File: config.mk
export PLATFORM = sky130hd
export DESIGN_NAME = exc_commit_ctrl
export DESIGN_NICKNAME = d
export VERILOG_FILES = /design/src/rtl/exc_pkg.sv /design/src/rtl/exc_ovf_add.sv /design/src/rtl/exc_take_logic.sv /design/src/rtl/exc_ctx_regs.sv /design/src/rtl/exc_commit_ctrl.sv
export SDC_FILE = /design/constraint.sdc
export NUM_CORES = 1
export LEC_CHECK = 0
export BUFFER_PORTS_ARGS = -buffer_cell sky130_fd_sc_hd__buf_2
export CAP_MARGIN = 20
export CORE_ASPECT_RATIO = 0.8
export CORE_UTILIZATION = 40
export DETAILED_ROUTE_END_ITERATION = 8
export GPL_ROUTABILITY_DRIVEN = 0
export PLACE_DENSITY = 0.75
export SLEW_MARGIN = 20
export SYNTH_ARGS = -nofsm -noshare
export SYNTH_HDL_FRONTEND = slang
export SYNTH_SLANG_ARGS = --single-unit
File: constraint.sdc
create_clock -name clk -period 7.3 [get_ports clk]
set_input_delay 1.095 -clock clk [delete_from_list [all_inputs] [get_ports clk]]
set_output_delay 1.095 -clock clk [all_outputs]
set_load 0.1 [all_outputs]
File: src/rtl/exc_pkg.sv
package exc_pkg;
   localparam int unsigned CODE_OVF   = 0;
   localparam int unsigned CODE_IMISS = 1;
   localparam int unsigned CODE_DMISS = 2;

   typedef enum logic {
      ST_RUN  = 1'b0,
      ST_PARK = 1'b1
   } park_state_e;

   function automatic logic code_is_restart(input int unsigned code);
      return (code == CODE_IMISS) || (code == CODE_DMISS);
   endfunction
endpackage

File: src/rtl/exc_ovf_add.sv
module exc_ovf_add #(
   parameter int unsigned XLEN      = 32,
   parameter bit          CHECK_OVF = 1'b1
) (
   input  logic [XLEN-1:0] op_a,
   input  logic [XLEN-1:0] op_b,
   input  logic            trap_add,
   output logic [XLEN-1:0] sum,
   output logic            ovf
);
   localparam int unsigned MSB = XLEN - 1;

   assign sum = op_a + op_b;

   generate
      if (CHECK_OVF) begin : g_ovf_on
         logic same_sign;
         logic sign_flip;
         assign same_sign = ~(op_a[MSB] ^ op_b[MSB]);
         assign sign_flip = sum[MSB] ^ op_a[MSB];
         assign ovf = trap_add & same_sign & sign_flip;
      end else begin : g_ovf_off
         assign ovf = 1'b0;
      end
   endgenerate
endmodule

File: src/rtl/exc_take_logic.sv
module exc_take_logic #(
   parameter int unsigned NSTG    = 5,
   parameter int unsigned CAUSE_W = 4
) (
   input  logic [NSTG-1:0]    stg_vld,
   input  logic               wb_exc,
   input  logic [CAUSE_W-1:0] wb_cause,
   input  logic               parked,
   output logic               take_trap,
   output logic               take_miss,
   output logic [NSTG-2:0]    kill
);
   import exc_pkg::*;
   localparam int unsigned WB = NSTG - 1;

   logic take_any;
   logic is_restart;

   assign take_any   = stg_vld[WB] & wb_exc & ~parked;
   assign is_restart = code_is_restart(int'(wb_cause));
   assign take_trap  = take_any & ~is_restart;
   assign take_miss  = take_any & is_restart;

   generate
      for (genvar s = 0; s < NSTG - 1; s++) begin : g_kill
         assign kill[s] = take_any & stg_vld[s];
      end
   endgenerate
endmodule

File: src/rtl/exc_ctx_regs.sv
module exc_ctx_regs #(
   parameter int unsigned XLEN    = 32,
   parameter int unsigned CAUSE_W = 4
) (
   input  logic               clk,
   input  logic               rst_n,
   input  logic               take_trap,
   input  logic               take_miss,
   input  logic               refill_done,
   input  logic [XLEN-1:0]    wb_pc,
   input  logic [CAUSE_W-1:0] wb_cause,
   output logic               parked,
   output logic               resume,
   output logic [XLEN-1:0]    restart_pc,
   output logic [XLEN-1:0]    epc_q,
   output logic [CAUSE_W-1:0] cause_q
);
   import exc_pkg::*;

   park_state_e st_q, st_d;

   assign parked = (st_q == ST_PARK);
   assign resume = parked & refill_done;

   always_comb begin
      st_d = st_q;
      case (st_q)
         ST_RUN:  if (take_miss) st_d = ST_PARK;
         ST_PARK: if (refill_done) st_d = ST_RUN;
         default: st_d = ST_RUN;
      endcase
   end

   always_ff @(posedge clk or negedge rst_n) begin
      if (!rst_n) begin
         st_q       <= ST_RUN;
         restart_pc <= '0;
         epc_q      <= '0;
         cause_q    <= '0;
      end else begin
         st_q <= st_d;
         if (take_miss) restart_pc <= wb_pc;
         if (take_trap) begin
            epc_q   <= wb_pc;
            cause_q <= wb_cause;
         end
      end
   end
endmodule

File: src/rtl/exc_commit_ctrl.sv
module exc_commit_ctrl #(
   parameter int unsigned XLEN       = 32,
   parameter int unsigned NSTG       = 5,
   parameter int unsigned CAUSE_W    = 4,
   parameter logic [31:0] HANDLER_PC = 32'h0000_0080,
   parameter bit          CHECK_OVF  = 1'b1
) (
   input  logic               clk,
   input  logic               rst_n,
   input  logic [NSTG-1:0]    stg_vld,
   input  logic               wb_exc,
   input  logic [CAUSE_W-1:0] wb_cause,
   input  logic [XLEN-1:0]    wb_pc,
   input  logic               wb_rf_we,
   input  logic               refill_done,
   input  logic               dec_br_vld,
   input  logic [XLEN-1:0]    dec_br_pc,
   input  logic [XLEN-1:0]    ex_op_a,
   input  logic [XLEN-1:0]    ex_op_b,
   input  logic               ex_trap_add,
   output logic [XLEN-1:0]    ex_sum,
   output logic               ex_ovf,
   output logic [NSTG-2:0]    kill,
   output logic               rf_we,
   output logic               redir_vld,
   output logic [XLEN-1:0]    redir_pc,
   output logic               fetch_hold,
   output logic [XLEN-1:0]    epc,
   output logic [CAUSE_W-1:0] cause
);
   localparam int unsigned WB = NSTG - 1;
   localparam logic [XLEN-1:0] HANDLER_X = XLEN'(HANDLER_PC);

   generate
      if (NSTG < 3) begin : g_bad_nstg
         $error("exc_commit_ctrl: NSTG must be at least 3");
      end
      if (XLEN < 8) begin : g_bad_xlen
         $error("exc_commit_ctrl: XLEN must be at least 8");
      end
      if (CAUSE_W < 2) begin : g_bad_cw
         $error("exc_commit_ctrl: CAUSE_W must hold codes 0..2");
      end
   endgenerate

   logic            take_trap;
   logic            take_miss;
   logic            parked;
   logic            resume;
   logic [XLEN-1:0] restart_pc;

   exc_ovf_add #(.XLEN(XLEN), .CHECK_OVF(CHECK_OVF)) u_add (
      .op_a     (ex_op_a),
      .op_b     (ex_op_b),
      .trap_add (ex_trap_add),
      .sum      (ex_sum),
      .ovf      (ex_ovf)
   );

   exc_take_logic #(.NSTG(NSTG), .CAUSE_W(CAUSE_W)) u_take (
      .stg_vld   (stg_vld),
      .wb_exc    (wb_exc),
      .wb_cause  (wb_cause),
      .parked    (parked),
      .take_trap (take_trap),
      .take_miss (take_miss),
      .kill      (kill)
   );

   exc_ctx_regs #(.XLEN(XLEN), .CAUSE_W(CAUSE_W)) u_ctx (
      .clk         (clk),
      .rst_n       (rst_n),
      .take_trap   (take_trap),
      .take_miss   (take_miss),
      .refill_done (refill_done),
      .wb_pc       (wb_pc),
      .wb_cause    (wb_cause),
      .parked      (parked),
      .resume      (resume),
      .restart_pc  (restart_pc),
      .epc_q       (epc),
      .cause_q     (cause)
   );

   assign fetch_hold = parked;
   assign rf_we      = stg_vld[WB] & wb_rf_we & ~take_trap & ~take_miss & ~parked;

   always_comb begin
      redir_vld = 1'b0;
      redir_pc  = '0;
      if (take_trap) begin
         redir_vld = 1'b1;
         redir_pc  = HANDLER_X;
      end else if (resume) begin
         redir_vld = 1'b1;
         redir_pc  = restart_pc;
      end else if (!take_miss && !parked && dec_br_vld) begin
         redir_vld = 1'b1;
         redir_pc  = dec_br_pc;
      end
   end
endmodule

==> results of run 1 <==
==> synthesized netlist by cell type (all sizes together), types with 12 or more instances <==
cell    number
xnor2       18
o21ai       18
nor2        45
a21o        12
mux2        67
a22oi       32
dfrtp       69
clkbuf      23
xor2        12
a21oi       24
ha          31
nand2       24
==> metrics by stage <==
step	hold slack, ps	util (%)	worst slack [ps]
6_report	502	55.6	2230
5_1_grt	517	55.6	2090
4_1_cts	507	55.6	2260
3_5_place_dp	493	53.0	2260
3_3_place_gp	485	53.0	2330
2_1_floorplan	480	-	1410
==> sequential cells by signal (all words and copies together) (netlist names) <==
name / flops
u_ctx.epc_q: 32
u_ctx.restart_pc: 32
u_ctx.cause_q: 4
u_ctx.parked: 1
==> critical path: cells and delay by family <==
family	cells	cell delay, ps
xor+xnor	1	150
fa+ha+maj	2	610
buf+inv	2	550
compound gates	6	1570
==> worst min-delay path by stage <==
| stage | startpoint | endpoint | depth (start not counted) |
|---|---|---|---|
| 3_3_place_gp | u_ctx.epc_q[16] | u_ctx.epc_q[16] | 1 |
| 4_1_cts | u_ctx.epc_q[29] | u_ctx.epc_q[29] | 1 |
| 6_report | u_ctx.epc_q[29] | u_ctx.epc_q[29] | 1 |
| 5_1_grt | u_ctx.epc_q[16] | u_ctx.epc_q[16] | 1 |
| 2_1_floorplan | u_ctx.restart_pc[22] | u_ctx.restart_pc[22] | 1 |
| 3_5_place_dp | u_ctx.epc_q[29] | u_ctx.epc_q[29] | 1 |
==> cell families after synthesis <==
group                    count (synthesis)
XOR/XNOR                                30
AND/OR/NAND/NOR                        115
buffers and inverters                   37
flip-flops                              69
AO/OA/AOI/OAI                          132
adder cells (fa/ha/maj)                 32
multiplexers                            68
==> placed cells by master, fill, tap and decap left out, types with 6 or more instances in the layout <==
cell,Yosys,final
buf_2,4,251
and3_1,8,7
a211oi_1,6,6
a22oi_1,32,32
a31oi_1,9,9
clkbuf_16,0,9
and2_1,9,8
mux2_2,67,67
inv_1,10,10
a21oi_1,24,24
xnor2_1,18,18
o21ai_0,18,18
nand2_1,24,24
a21o_1,12,12
dfrtp_1,69,69
nand3_1,6,6
nor2_1,45,45
xor2_1,12,12
ha_1,31,31
==> where the power goes <==
group / total (uW) / switching, uW / internal, uW
clock network: 438 / 172 / 266
registers: 528 / 54.0 / 474
logic: 1140 / 902 / 241
==> final cells by class <==
cell class,instances,area [um^2]
Clock buffer,9,225
Tap cell,148,185
Fill cell,1035,5150
Clock inverter,7,73.8
Multi-Input combinational cell,377,2930
Sequential cell,69,1730
Timing Repair Buffer,254,1280
Inverter,10,37.5
==> per-layer routing <==
layer	up-vias	global-route usage [%]	part of all wire [%]
met2	276	38.4	49
met4	0	5.65	0.87
li1	2263	-	-
met5	-	0	0
met3	17	5.06	8.6
met1	2297	27.2	42
==> results_dict.tcl, run 1 <==
set metrics [dict create \
    synth_area_leader_cell "dfrtp_1" \
    end_kind "primary output" \
    synth-simple-area-share_pct 11.4 \
    tightestPinTransition_ps 876 \
    die_w_um 124 \
    synth_nets 659 \
    drt_iter0_markers 379 \
    dpl.hpwl_um 10700 \
    timing.fmax_ghz 0.197 \
    hp-class "reg2reg" \
    design.core.area_um2 11600 \
    worst_r2r_endpoint "u_ctx.epc_q[0]" \
    fin_skew_ps 5.62 \
    dp.cells 858 \
    cp_max_fo 4 \
    crit_required_ps 6200 \
    clock_sinks 69 \
    drtAntennaViolNets 0 \
    cp-start-kind "input port" \
    syn_area_um2 4790 \
    post_synth_xor_area_fraction_pct 5.48 \
    outcome "finished clean" \
    die_area_um2 12400 \
    cts_tree "done" \
    cts_root_buffer "clkbuf_16" \
    synth_top_family_by_area "compound AO/OA/AOI/OAI gates" \
    drtPass1Iterations 5 \
    r2r_slack_ps 5070 \
    r2r_cells 5 \
    synthAdderAreaFrac_pct 8.51 \
    startpoint "ex_op_a[0]" \
    grt_max_degree 70 \
    grt_pass1_wl_um 22400 \
    ys_types 52 \
    synth-async-reset-ratio_pct 100 \
    ios 252 \
    final_cells 874 \
    syn_to_final_growth_pct 34.8 \
    ys.flop_type "dfrtp_1" \
    cellPowerDensity_nw_per_um2 327 \
    rsz0062_at_grt "false" \
    slew_headroom_pct 41.6 \
    critPathSlowestCell "buf_2" \
    grt_overflow 0 \
    cts_resized 0 \
    setup_viol 0 \
    antenna_found_initial 0 \
    final_hold_viol_count 0 \
    ys_ff_latch 69 \
    nets 897 \
    antenna_cells 0 \
    port_buffers 251 \
    final_area_um2 6460 \
    synth-edff-count 0 \
    yosys-top-cells-area "dfrtp_1 (36%), mux2_2 (16%), ha_1 (8.1%)" \
    clockBufferDepth 2 \
    grt_pass1_vias 4593 \
    r2r_start "u_ctx.parked" \
    power.leakage_uw 0.00330 \
    final.period_utilization_pct 69.4 \
    critPathKind "in2out" \
    wl_per_cell_um 15.8 \
    cts_made_buffers 9 \
    hold_buffers 0 \
    syn_inst 483 \
    insertion_delay_ps 330 \
    grt_usage_pct 21.9 \
    synth_top_area_share_pct 36.0 \
    slowest_delay_ps 450 \
    power_uw 2110 \
    post-route-min-period_ps 5070 \
    drv_slew 0 \
    vias 4853 \
    wirelength_um 13800 \
    setup-tns-final_ps 0 \
    vias_per_cell 5.55 \
    synthMuxAreaShare_pct 16.0 \
    place_area_um2 6160 \
    ys_warn_count 0 \
    drc 0 \
    cp_common_cell "buf_2" \
    worstPathArrival_ps 3970 \
    synth_compound_area_share_pct 19.6 \
    htreeDepth 3 \
    post_cts_buffers 0 \
    cp_cell_sequence "buf_2 -> ha_1 -> fa_1 -> a21o_1 -> a221oi_4 -> o21bai_2 -> a32oi_2 -> a31oi_1 -> a41oi_1 -> xnor2_1 -> buf_2" \
    initial_core_util_pct 41.3 \
    synth-seq-area-share_pct 36.0 \
    syn_avg_cell_area_um2 9.92 \
    endpoint "ex_sum[30]" \
    fp-row-count 35 \
    die_h_um 99.9 \
    drive_gt1_share_pct 47.8 \
    vdd_drop_max_v 0.000186 \
    max_cap_violations 0 \
    clk_pin_slew_ps 60 \
]
No activity file was read; power rests on OpenSTA's default activity.
==> inputs of run 2 (changes only) <==
--- a/config.mk
+++ b/config.mk
@@ -5,13 +5,14 @@
 export SDC_FILE = /design/constraint.sdc
 export NUM_CORES = 1
 export LEC_CHECK = 0
+export ABC_AREA = 1
 export BUFFER_PORTS_ARGS = -buffer_cell sky130_fd_sc_hd__buf_2
 export CAP_MARGIN = 20
 export CORE_ASPECT_RATIO = 0.8
 export CORE_UTILIZATION = 40
 export DETAILED_ROUTE_END_ITERATION = 8
 export GPL_ROUTABILITY_DRIVEN = 0
-export PLACE_DENSITY = 0.75
+export PLACE_DENSITY = 0.73
 export SLEW_MARGIN = 20
 export SYNTH_ARGS = -nofsm -noshare
 export SYNTH_HDL_FRONTEND = slang
==> constraint.sdc (replaced) <==
create_clock -name clk -period 4.7 [get_ports clk]
set_input_delay 0.705 -clock clk [delete_from_list [all_inputs] [get_ports clk]]
set_output_delay 0.705 -clock clk [all_outputs]
set_load 0.1 [all_outputs]
==> results_dict.tcl, run 2 <==
set metrics [dict create \
    outcome "finished clean" \
    cellPowerDensity_nw_per_um2 444 \
    drv_slew 0 \
    synth-seq-area-share_pct 31.9 \
    max_cap_violations 0 \
    drtAntennaViolNets 0 \
    synth_area_leader_cell "dfrtp_1" \
    drc 0 \
    synth_common_cells "nand2_1 (225), inv_1 (107), dfrtp_1 (69)" \
    syn_to_final_growth_pct 29.5 \
    syn_area_um2 5420 \
    r2r_start "u_ctx.parked" \
    setup-tns-final_ps 0 \
    clk_pin_slew_ps 60 \
    hp-class "in2async" \
    cp_cell_sequence "buf_2 -> ha_1 -> fa_1 -> nand3_1 -> nand2_1 -> nand3_1 -> nand2_2 -> nand2_1 -> nand2_1 -> nand2_1 -> nand3_1 -> nand2_1 -> buf_2" \
    end_kind "primary output" \
    die_w_um 132 \
    met1Wirelength_um 7580 \
    clock_sinks 69 \
    layout_common_cells "buf_2 (251), nand2_1 (225), inv_1 (107), dfrtp_1 (69), a21oi_1 (65)" \
    top_layer_used "met4" \
    vias 6113 \
    final.period_utilization_pct 73.5 \
    cts_made_buffers 9 \
    ys_warn_count 0 \
    grt_usage_pct 23.5 \
    cts_resized 0 \
    rsz0062_at_grt "false" \
    r2r_cells 6 \
    fillCellCount 1316 \
    fin_skew_ps 4.64 \
    startpoint "ex_op_a[0]" \
    antenna_found_initial 0 \
    r2r_slack_ps 2720 \
    clockBufferDepth 2 \
    synth-edff-count 0 \
    slowest_delay_ps 420 \
    reg_top3 "u_ctx.epc_q (32), u_ctx.restart_pc (32), u_ctx.cause_q (4)" \
    synth_top_area_share_pct 31.9 \
    setup_viol 0 \
    synth-async-reset-ratio_pct 100 \
    antenna_cells 0 \
    die_area_um2 14000 \
    cp-start-kind "input port" \
    port_buffers 251 \
    final_area_um2 7010 \
    ys_ff_latch 69 \
    grt_pass1_vias 5363 \
    wl_per_cell_um 13.5 \
    grt_overflow 0 \
    drive_gt1_share_pct 28.4 \
    final_hold_viol_count 0 \
    hold_buffers 0 \
    critPathSlowestCell "buf_2" \
    grt_pass1_wl_um 26500 \
    power.leakage_uw 0.00407 \
    initial_core_util_pct 41.6 \
    dpl.hpwl_um 12900 \
    yosysMostFrequentCell "nand2_1" \
    critPathKind "in2out" \
    nets 1209 \
    ys_types 35 \
    endpoint "ex_sum[26]" \
    crit_required_ps 3990 \
    fp-row-count 37 \
    wirelength_um 16300 \
    insertion_delay_ps 320 \
    tightestPinTransition_ps 965 \
    cts_root_buffer "clkbuf_16" \
    timing.fmax_ghz 0.290 \
    wl_met2_um 7210 \
    slew_headroom_pct 35.7 \
    htreeDepth 3 \
    met3_length_um 1290 \
    ios 252 \
    worst_r2r_endpoint "u_ctx.restart_pc[20]" \
    design.core.area_um2 13000 \
    place_area_um2 6710 \
    grt_max_degree 98 \
    syn_inst 802 \
    drtPass1Iterations 5 \
    cp_max_fo 4 \
    worstPathArrival_ps 2750 \
    syn_avg_cell_area_um2 6.75 \
    ys.flop_type "dfrtp_1" \
    cp_common_cell "nand2_1" \
    synth_nets 978 \
    vdd_drop_max_v 0.000292 \
    yosys-top-cells-area "dfrtp_1 (32%), nand2_1 (16%), inv_1 (7.4%)" \
    post_cts_buffers 0 \
    vias_per_cell 5.04 \
    cts_tree "done" \
    post-route-min-period_ps 3450 \
    drt_iter0_markers 451 \
    die_h_um 106 \
    final_common_cell "buf_2" \
]
==> run 2: changes by cell type after synthesis, moves of 32 or more <==
cell | before | now
a21oi_1 | 24 | 65
a22oi_1 | 32 | 0
inv_1 | 10 | 107
mux2_2 | 67 | 0
nand2_1 | 24 | 225
nand3_1 | 6 | 54
==> run 2: layout make-up <==
type	instances	area [um^2]	area share [%]
clock buffers	9	225	3.21
well taps	175	219	3.12
clock inverters	6	71.3	1.02
multi-input cells	588	3070	43.8
inverters	111	422	6.01
flip-flops and latches	69	1730	24.6
repair buffers	254	1280	18.2
==> run 2: logic make-up after synthesis <==
family	count (synthesis)	share of synthesized area, %
AND/OR/NAND/NOR	381	30.7
AO/OA/AOI/OAI	156	15.3
buffers and inverters	145	11.5
flip-flops	69	31.9
adder cells (fa/ha/maj)	32	7.53
XOR/XNOR	19	3.07
==> run 2: worst max-delay path, delay by kind of cell <==
kind,cells,cell delay [ps]
simple gates,9,910
buf+inv,2,520
fa+ha+maj,2,620
==> run 2: worst min path at each step <==
stage | start | to | slack [ps]
3_5_place_dp | u_ctx.cause_q[0] | u_ctx.cause_q[0] | 470
6_report | rst_n | u_ctx.restart_pc[4] | 460
4_1_cts | rst_n | u_ctx.epc_q[6] | 480
2_1_floorplan | rst_n | u_ctx.cause_q[0] | 410
3_3_place_gp | u_ctx.epc_q[22] | u_ctx.epc_q[22] | 460
5_1_grt | u_ctx.epc_q[12] | u_ctx.epc_q[12] | 500
==> run 2: through the flow <==
step                      worst slack, ps  hold slack, ps  total power (uW)  std cells  util, %
final                                1250             461              3110       1212     53.9
after global routing                 1090             498              3260       1212     53.9
after CTS                            1260             476              3130       1212     53.9
after detailed placement             1260             465              2450       1197     51.6
after global placement               1280             462              2430       1197     51.6
after floorplan                       208             409              2150        802        -
==> run 2: layer usage <==
metal / track usage [%] / vias to the layer above
met5: 0 / -
met4: 5.23 / 0
met3: 5.05 / 21
met2: 36.5 / 261
met1: 33.3 / 2760
li1: - / 3071
==> run 2: report_power, final <==
part	switching [uW]	leakage (uW)	total, uW	internal, uW
sequential	68.0	0.000867	782	714
combinational	1360	0.00306	1660	296
clock	256	0.000139	668	412
==> inputs of run 3 (changes only) <==
==> constraint.sdc (replaced) <==
create_clock -name clk -period 3.2 [get_ports clk]
set_input_delay 0.48 -clock clk [delete_from_list [all_inputs] [get_ports clk]]
set_output_delay 0.48 -clock clk [all_outputs]
set_load 0.1 [all_outputs]
==> results_dict.tcl, run 3 (synthesis results as in run 2) <==
set metrics [dict create \
    outcome "finished clean" \
    cp_max_fo 4 \
    ff_latch_area_um2 1730 \
    sw_frac_of_total_pct 52.7 \
    timing.fmax_ghz 0.343 \
    power.internal_uw 2290 \
    endpoint "ex_sum[28]" \
    port_buffers 251 \
    fin_skew_ps 9.22 \
    final_common_cell "nand2_1" \
    final_hold_viol_count 0 \
    vias 6113 \
    cts_resized 0 \
    r2r_slack_ps 1500 \
    seq_power_share_pct 23.9 \
    worstPathArrival_ps 2430 \
    worst_r2r_endpoint "u_ctx.cause_q[0]" \
    drtAntennaViolNets 0 \
    post-route-min-period_ps 2910 \
    vias_per_cell 5.02 \
    wirelength_um 17800 \
    cp-start-kind "input port" \
    cts_root_buffer "clkbuf_16" \
    pre_cts_slack_ps 322 \
    path_delay_family "compound AO/OA/AOI/OAI gates" \
    place_area_um2 7570 \
    drc 0 \
    design.core.area_um2 13000 \
    critPathBufInv 2 \
    ios 252 \
    layout_common_cells "nand2_1 (225), buf_2 (211), inv_1 (107), dfrtp_1 (69), nand3_1 (54)" \
    clockBufferDepth 2 \
    critPathKind "in2out" \
    max_cap_violations 0 \
    hold_ws_ps 232 \
    grt_pass1_vias 5817 \
    drt_iter0_markers 333 \
    syn_to_final_growth_pct 45.5 \
    cp_common_cell "nand2_1" \
    grt_usage_pct 25.9 \
    slowest_delay_ps 420 \
    cts_tree "done" \
    final_area_um2 7880 \
    dpl.hpwl_um 14000 \
    startpoint "ex_op_a[7]" \
    nets 1213 \
    initial_core_util_pct 41.6 \
    wl_per_cell_um 14.6 \
    fillCellCount 1205 \
    clk_pin_slew_ps 60 \
    r2r_start "u_ctx.parked" \
    drtPass1Iterations 5 \
    reg_top3 "u_ctx.epc_q (32), u_ctx.restart_pc (32), u_ctx.cause_q (4)" \
    rsz0062_at_grt "false" \
    cp.depth 10 \
    setup_slack_ps 288 \
    clock_sinks 69 \
    die_w_um 132 \
    r2r_cells 7 \
    hold_buffers 0 \
    antenna_found_initial 1 \
    htreeDepth 3 \
    slew_headroom_pct 41.2 \
    p_clk_share_pct 21.1 \
    critPathSlowestCell "buf_2" \
    fp-row-count 37 \
    cellPowerDensity_nw_per_um2 614 \
    multi_input_area_um2 3270 \
    final.period_utilization_pct 91.0 \
    grt_max_degree 72 \
    drive_gt1_share_pct 32.5 \
    drv_slew 0 \
    vdd_drop_max_v 0.000465 \
    setup_viol 0 \
    end_kind "primary output" \
    post_cts_buffers 0 \
    crit_required_ps 2720 \
    die_area_um2 14000 \
    die_h_um 106 \
    cp_cell_sequence "buf_2 -> ha_1 -> a21oi_1 -> o21ai_0 -> a21oi_1 -> nand2_1 -> nand2_1 -> nand3_1 -> nand2_1 -> buf_2" \
    insertion_delay_ps 330 \
    p_switching_uw 2550 \
    grt_overflow 0 \
    setup-tns-final_ps 0 \
    power.leakage_uw 0.00429 \
    grt_pass1_wl_um 28800 \
    p_comb_share_pct 55.0 \
    fin_util_pct 60.6 \
    hp-class "in2async" \
    tightestPinTransition_ps 880 \
    cts_made_buffers 9 \
]
-- run 3: final cells by class --
| cell class | count | area share, % |
|---|---|---|
| diodes | 1 | 0.0318 |
| flip-flops and latches | 69 | 21.9 |
| well taps | 175 | 2.78 |
| repair buffers | 258 | 24.5 |
| multi-input cells | 588 | 41.5 |
| inverters | 111 | 5.35 |
| clock buffers | 11 | 3.21 |
| clock inverters | 4 | 0.699 |
-- run 3: worst min-delay path by stage --
stage	start	endpoint	slack [ps]	depth (start not counted)
global placement	u_ctx.epc_q[8]	u_ctx.epc_q[8]	460	2
global route	rst_n	u_ctx.epc_q[13]	310	1
CTS	rst_n	u_ctx.restart_pc[12]	260	1
finish	rst_n	u_ctx.restart_pc[12]	230	1
detailed placement	u_ctx.cause_q[1]	u_ctx.cause_q[1]	460	2
floorplan	rst_n	u_ctx.cause_q[0]	180	0
-- run 3: per-stage QoR --
step,cells,power [uW]
after global placement,1201,3800
final,1217,4840
after CTS,1216,4850
after global routing,1216,5040
after floorplan,802,3200
after detailed placement,1201,3830
-- run 3: power groups by stage --
stage / clock network, uW / logic, uW / registers [uW]
detailed placement: 0 / 2670 / 1160
global route: 1070 / 2800 / 1180
CTS: 1030 / 2670 / 1160
finish: 1020 / 2660 / 1160
floorplan: 0 / 1480 / 1720
global placement: 0 / 2640 / 1160
-- run 3: layer usage --
| layer | share of wire [%] | GRT usage [%] | routed length, um | vias to the layer above |
|---|---|---|---|---|
| met5 | 0.073 | 0 | 13 | - |
| met4 | 2.1 | 8.39 | 372 | 2 |
| met3 | 8.1 | 7.06 | 1450 | 33 |
| met2 | 45 | 41.6 | 8090 | 235 |
| met1 | 44 | 33.9 | 7900 | 2787 |
| li1 | - | - | - | 3056 |
